**config.mk**
```make
export PLATFORM = sky130hd
export DESIGN_NAME = hps_slot_ctrl
export DESIGN_NICKNAME = d
export VERILOG_FILES = /design/src/rtl/hps_pkg.sv /design/src/rtl/hps_ctl_reg.sv /design/src/rtl/hps_sts_reg.sv /design/src/rtl/hps_notify.sv /design/src/rtl/hps_slot_ctrl.sv
export SDC_FILE = /design/constraint.sdc
export NUM_CORES = 1
export LEC_CHECK = 0
export ABC_AREA = 1
export BUFFER_PORTS_ARGS = -buffer_cell sky130_fd_sc_hd__buf_2
export CAP_MARGIN = 20
export CORE_MARGIN = 1.5
export CORE_UTILIZATION = 48
export CTS_CLUSTER_DIAMETER = 120
export DETAILED_ROUTE_END_ITERATION = 10
export PLACE_DENSITY = 0.82
export SLEW_MARGIN = 0
export SYNTH_ARGS = -nofsm -noshare
export SYNTH_HDL_FRONTEND = slang
export SYNTH_SLANG_ARGS = --single-unit
```
**constraint.sdc**
```tcl
create_clock -name clk -period 2.05 [get_ports clk]
set_clock_uncertainty 0.05 [all_clocks]
set_input_delay 0.205 -clock clk [delete_from_list [all_inputs] [get_ports clk]]
set_output_delay 0.205 -clock clk [all_outputs]
set_load 0.01 [all_outputs]
```
**src/rtl/hps_pkg.sv**
```systemverilog
package hps_pkg;
  localparam int SLOT_REG_W = 16;

  // control bit positions
  localparam int C_BTN_EN  = 0;
  localparam int C_PDC_EN  = 3;
  localparam int C_CMD_EN  = 4;
  localparam int C_HP_IE   = 5;
  localparam int C_AIND_LO = 6;
  localparam int C_PIND_LO = 8;
  localparam int C_ILK_TRG = 11;

  // status bit positions (event bits line up with their enables)
  localparam int S_BTN = 0;
  localparam int S_PDC = 3;
  localparam int S_CMD = 4;
  localparam int S_PDS = 6;
  localparam int S_ILK = 7;

  localparam logic [1:0] IND_OFF = 2'b11;

  localparam logic [SLOT_REG_W-1:0] CTL_WMASK =
    (SLOT_REG_W'(1) << C_BTN_EN) | (SLOT_REG_W'(1) << C_PDC_EN) |
    (SLOT_REG_W'(1) << C_CMD_EN) | (SLOT_REG_W'(1) << C_HP_IE) |
    (SLOT_REG_W'(3) << C_AIND_LO) | (SLOT_REG_W'(3) << C_PIND_LO);

  localparam logic [SLOT_REG_W-1:0] CTL_RST =
    (SLOT_REG_W'(IND_OFF) << C_AIND_LO) | (SLOT_REG_W'(IND_OFF) << C_PIND_LO);

  localparam logic [SLOT_REG_W-1:0] EVT_MASK =
    (SLOT_REG_W'(1) << S_BTN) | (SLOT_REG_W'(1) << S_PDC) |
    (SLOT_REG_W'(1) << S_CMD);
endpackage

```
**src/rtl/hps_ctl_reg.sv**
```systemverilog
module hps_ctl_reg
  import hps_pkg::*;
#(
  parameter int REG_W = SLOT_REG_W,
  localparam int BE_W = REG_W / 8
) (
  input  logic             clk,
  input  logic             rst,
  input  logic             wr_en,
  input  logic [BE_W-1:0]  be,
  input  logic [REG_W-1:0] wdata,
  output logic [REG_W-1:0] ctl_q,
  output logic             cmd_pulse,
  output logic             ilk_toggle
);
  logic [REG_W-1:0] bmask;
  logic [REG_W-1:0] wmask;

  for (genvar b = 0; b < BE_W; b++) begin : g_bmask
    assign bmask[b*8 +: 8] = {8{be[b]}};
  end

  assign wmask      = bmask & REG_W'(CTL_WMASK);
  assign cmd_pulse  = wr_en && (|be);
  assign ilk_toggle = wr_en && bmask[C_ILK_TRG] && wdata[C_ILK_TRG];

  always_ff @(posedge clk) begin
    if (rst) begin
      ctl_q <= REG_W'(CTL_RST);
    end else if (wr_en) begin
      ctl_q <= (ctl_q & ~wmask) | (wdata & wmask);
    end
  end

  // indicators come out of reset at the off code
  p_ind_off_r2: assert property (@(posedge clk) disable iff (rst)
    $past(rst) |-> (ctl_q[C_PIND_LO +: 2] == IND_OFF && ctl_q[C_AIND_LO +: 2] == IND_OFF));

  // no write, no change
  p_ctl_hold_r11: assert property (@(posedge clk) disable iff (rst)
    (!wr_en && !$past(rst)) |=> $stable(ctl_q));
endmodule

```
**src/rtl/hps_sts_reg.sv**
```systemverilog
module hps_sts_reg
  import hps_pkg::*;
#(
  parameter int REG_W = SLOT_REG_W,
  localparam int BE_W = REG_W / 8
) (
  input  logic             clk,
  input  logic             rst,
  input  logic             boot_present,
  input  logic             w1c_en,
  input  logic [BE_W-1:0]  be,
  input  logic [REG_W-1:0] wdata,
  input  logic             ev_button,
  input  logic             ev_cmd,
  input  logic             ilk_toggle,
  input  logic             req_insert,
  input  logic             req_remove,
  output logic [REG_W-1:0] sts_q,
  output logic             resp_valid,
  output logic             resp_accept
);
  logic [REG_W-1:0] bmask;
  logic [REG_W-1:0] clr_vec;
  logic [REG_W-1:0] set_vec;
  logic [REG_W-1:0] evt_q;
  logic             pds_q;
  logic             ilk_q;
  logic             any_req;
  logic             accepted;

  for (genvar b = 0; b < BE_W; b++) begin : g_bmask
    assign bmask[b*8 +: 8] = {8{be[b]}};
  end

  assign any_req  = req_insert || req_remove;
  assign accepted = any_req && !ilk_q;
  assign clr_vec  = {REG_W{w1c_en}} & bmask & wdata & REG_W'(EVT_MASK);

  always_comb begin
    set_vec        = '0;
    set_vec[S_BTN] = ev_button;
    set_vec[S_PDC] = accepted;
    set_vec[S_CMD] = ev_cmd;
  end

  // event set has priority over a same-cycle clear
  always_ff @(posedge clk) begin
    if (rst) begin
      evt_q <= '0;
    end else begin
      evt_q <= ((evt_q & ~clr_vec) | set_vec) & REG_W'(EVT_MASK);
    end
  end

  always_ff @(posedge clk) begin
    if (rst) begin
      pds_q       <= boot_present;
      ilk_q       <= 1'b0;
      resp_valid  <= 1'b0;
      resp_accept <= 1'b0;
    end else begin
      if (accepted) pds_q <= req_insert;
      if (ilk_toggle) ilk_q <= !ilk_q;
      resp_valid  <= any_req;
      resp_accept <= accepted;
    end
  end

  always_comb begin
    sts_q        = evt_q;
    sts_q[S_PDS] = pds_q;
    sts_q[S_ILK] = ilk_q;
  end

  // an event always leaves its bit set
  p_btn_set_r3: assert property (@(posedge clk) disable iff (rst)
    ev_button |=> sts_q[S_BTN]);

  // trigger toggles the interlock status
  p_ilk_toggle_r5: assert property (@(posedge clk) disable iff (rst)
    ilk_toggle |=> (ilk_q != $past(ilk_q)));

  // locked slot rejects and keeps presence
  p_reject_locked_r6: assert property (@(posedge clk) disable iff (rst)
    (any_req && ilk_q) |=> (resp_valid && !resp_accept && $stable(pds_q)));

  // accepted insertion marks device present and changed
  p_insert_ok_r6: assert property (@(posedge clk) disable iff (rst)
    (req_insert && !ilk_q) |=> (pds_q && sts_q[S_PDC] && resp_accept));
endmodule

```
**src/rtl/hps_notify.sv**
```systemverilog
module hps_notify
  import hps_pkg::*;
#(
  parameter int REG_W = SLOT_REG_W
) (
  input  logic             clk,
  input  logic             rst,
  input  logic [REG_W-1:0] ctl_q,
  input  logic [REG_W-1:0] sts_q,
  input  logic             msi_mode,
  output logic             intx_out,
  output logic             msg_req
);
  logic cond;
  logic cond_q;

  assign cond = ctl_q[C_HP_IE] && (|(ctl_q & sts_q & REG_W'(EVT_MASK)));

  always_ff @(posedge clk) begin
    if (rst) begin
      cond_q   <= 1'b0;
      intx_out <= 1'b0;
      msg_req  <= 1'b0;
    end else begin
      cond_q   <= cond;
      intx_out <= cond && !msi_mode;
      msg_req  <= cond && !cond_q && msi_mode;
    end
  end

  // request lasts one cycle
  p_msg_single_r9: assert property (@(posedge clk) disable iff (rst)
    msg_req |=> !msg_req);

  // requests only in message mode
  p_msg_mode_r9: assert property (@(posedge clk) disable iff (rst)
    msg_req |-> $past(msi_mode));

  // level line needs the interrupt enable and level mode
  p_intx_gate_r8: assert property (@(posedge clk) disable iff (rst)
    intx_out |-> ($past(ctl_q[C_HP_IE]) && !$past(msi_mode)));
endmodule

```
**src/rtl/hps_slot_ctrl.sv**
```systemverilog
module hps_slot_ctrl
  import hps_pkg::*;
#(
  parameter int REG_W = SLOT_REG_W,
  localparam int BE_W = REG_W / 8
) (
  input  logic             clk,
  input  logic             rst,
  input  logic             boot_present,
  input  logic             cfg_wr,
  input  logic             cfg_sel,
  input  logic [BE_W-1:0]  cfg_be,
  input  logic [REG_W-1:0] cfg_wdata,
  output logic [REG_W-1:0] cfg_rdata,
  input  logic             evt_button,
  input  logic             req_insert,
  input  logic             req_remove,
  output logic             resp_valid,
  output logic             resp_accept,
  input  logic             msi_mode,
  output logic             intx_out,
  output logic             msg_req
);
  logic [REG_W-1:0] ctl_q;
  logic [REG_W-1:0] sts_q;
  logic             cmd_pulse;
  logic             ilk_toggle;
  logic             ctl_wr;
  logic             sts_wr;

  assign ctl_wr = cfg_wr && !cfg_sel;
  assign sts_wr = cfg_wr && cfg_sel;

  hps_ctl_reg #(.REG_W(REG_W)) u_ctl (
    .clk        (clk),
    .rst        (rst),
    .wr_en      (ctl_wr),
    .be         (cfg_be),
    .wdata      (cfg_wdata),
    .ctl_q      (ctl_q),
    .cmd_pulse  (cmd_pulse),
    .ilk_toggle (ilk_toggle)
  );

  hps_sts_reg #(.REG_W(REG_W)) u_sts (
    .clk          (clk),
    .rst          (rst),
    .boot_present (boot_present),
    .w1c_en       (sts_wr),
    .be           (cfg_be),
    .wdata        (cfg_wdata),
    .ev_button    (evt_button),
    .ev_cmd       (cmd_pulse),
    .ilk_toggle   (ilk_toggle),
    .req_insert   (req_insert),
    .req_remove   (req_remove),
    .sts_q        (sts_q),
    .resp_valid   (resp_valid),
    .resp_accept  (resp_accept)
  );

  hps_notify #(.REG_W(REG_W)) u_ntf (
    .clk      (clk),
    .rst      (rst),
    .ctl_q    (ctl_q),
    .sts_q    (sts_q),
    .msi_mode (msi_mode),
    .intx_out (intx_out),
    .msg_req  (msg_req)
  );

  always_ff @(posedge clk) begin
    if (rst) cfg_rdata <= '0;
    else     cfg_rdata <= cfg_sel ? sts_q : ctl_q;
  end

  // a control write completes as a command at once
  p_cmd_done_r4: assert property (@(posedge clk) disable iff (rst)
    (ctl_wr && (|cfg_be)) |=> sts_q[S_CMD]);

  // interlock trigger never reads back
  p_trg_zero_r5: assert property (@(posedge clk) disable iff (rst)
    !cfg_rdata[C_ILK_TRG]);
endmodule

```
==> metrics.txt <==
XOR/XNOR share of the synthesized area 0%; Die Width 49.1 µm; pre-CTS setup slack 955 ps; first-pass GRT wire length 3.17 mm; VDD IR max 0.499 mV; DP HPWL 1.39 mm; TritonCTS buffer count 3; crit-path max cell delay 340 ps; Crit path arrival time 780 ps; WS Path Type reg2out; RD Place Congestion 0.795; FMAX 967 MHz; number of synthesized flops with an enable pin 1; post-synthesis sequential area ratio 52.1%; DRC violations left 0; Post-CTS Setup Bufs 0; Seq cells post-synth 26; cell family with most CP delay flip-flops; Final period util 50.4%; Buf/Inv on CP 1; P_leak 0.621 nW; Final setup viols 0; prevailing post-synth register cell dfxtp_1; # nets final 187; ANT nets after route 0; HP Class in2reg; Max Used Layer met4; initial core utilization 51.4%; final core occ 61.2%; Initial DRC Count 22; Final Critical Period 1030 ps; GR Overflow Total 0; Cell Area, Synth 1020 µm²; met1 WL 809 µm; total number of vias 864; Skew-Pair Late Insertion Delay 320 ps; initial antenna violation count 0; largest family of logic cells by synthesized area simple AND/OR/NAND/NOR gates; Die Area 2410 µm²; Post-Synth Simple-Gate Area 26.3%; met3 WL post-DR 103 µm; Site Rows 16; First-pass DRT Iterations 4; CTS tree done; vias in the first global route 789; RSZ-0062 raised after global routing false; final setup margin 1020 ps; most common cell after layout, fill and taps aside buf_2; mux share of post-synthesis cell area 0%; pin count of the biggest net entering global routing 20; most frequent cells in the layout 31 x buf_2, 26 x nor2_1, 25 x dfxtp_1; Port Buffers 31; Worst-path clk slew 130 ps; Design Area, Final 1210 µm²; CP max-delay cell dfxtp_1; Unique masters post-synth 22; metal2 WL 960 µm; Synth top area share 49.1%; asr flop ratio synth 0%; status completed; Final TNS setup 0 ps; Clock Tree Root clkbuf_4; Synth area leaders dfxtp_1 49%, nor2_1 9.6%, nand2_1 8.5%, buf_4 6.6%, nand3_1 3.4%; YS warnings 0; Compound-Gate Fraction of Synth Area 8.60%; CTS resizes 0; clk sink count 26; largest fanout on the critical path 1; placed cell area 1150 µm²; required time worst endpoint 1790 ps; maxcap violations 0; CORE AREA 1980 µm²; Synth Area in Adders 0%; Layout Area Growth over Synthesis 19.0%; layout cell share with drive strength beyond 1 28.3%; Synth Instances 126; Synth area leader dfxtp_1; WL per Instance 10.2 µm; synthesized area per cell 8.08 µm²; GR Util All Layers 17.0%; CTS Buffer Depth 2; Hold Violations, Final 0; startpoint types flip-flop; vias per cell 4.65; Die H 49.1 µm; Diodes inserted 0; htree depth 1; Hold-fix buffers, CTS 1; Critical Path Sink Type output pin; Power Density 791 nW/µm²; pins over their slew limit 0; CP cell instances buf_2; WL final 1.90 mm; I/O pin cnt 47
-- area by class of cell --
type,instances,area (µm²)
flip-flops and latches,26,531
clock buffers,4,47.5
well taps,27,33.8
repair buffers,32,165
inverters,12,50.0
fillers,184,769
multi-input cells,85,385
-- kinds of logic (layout without fill, tap and decap cells) --
kind of cell,Yosys count,count (layout)
buffers and inverters,22,48
and+or+nand+nor,62,62
AOI/OAI and AO/OA,15,15
other,1,8
DFF,26,26
-- where the power goes --
part / switching [mW] / leakage, nW / internal (mW)
registers: 0.0114 / 0.217 / 0.537
clock network: 0.145 / 0.0261 / 0.149
logic: 0.0706 / 0.378 / 0.0449
-- metal layers --
metal  vias to the layer above  GRT usage (%)
met5                         -              0
met3                         4           3.07
met1                       378           19.4
met4                         0           9.52
met2                        37           29.5
li1                        445              -
-- worst reg2reg max path, cell delays in order, from the launching register on --
cell,delay [ps]
dfxtp_1,320
inv_1,90
o21ai_0,150
nand2_1,100
-- final timing paths --
path	depth (start not counted)	end	startpoint	slack, ps
max reg2reg	3	u_sts.pds_q	u_sts.ilk_q	1080
max	1	cfg_rdata[7]	cfg_rdata[7]	1020
min	3	flip-flop	cfg_wdata[7]	30
min reg2reg	2	cfg_rdata[9]	flip-flop	390
-- cells in the mapped netlist, drive strengths merged (2+ instances only) --
cell type	n
nor2	27
dfxtp	25
nand2	24
buf	10
inv	10
o21ai	10
nand3	8
a21oi	4
nand4	3
clkinv	2
-- metrics by stage --
| stage | cells | hold slack [ps] | total power [mW] |
|---|---|---|---|
| CTS | 186 | 21.8 | 0.969 |
| detailed placement | 181 | 342 | 0.674 |
| floorplan | 133 | 217 | 0.638 |
| global route | 186 | 18.9 | 0.999 |
| global placement | 181 | 329 | 0.669 |
| finish | 186 | 30.6 | 0.959 |
No activity file was read; power rests on OpenSTA's default activity.
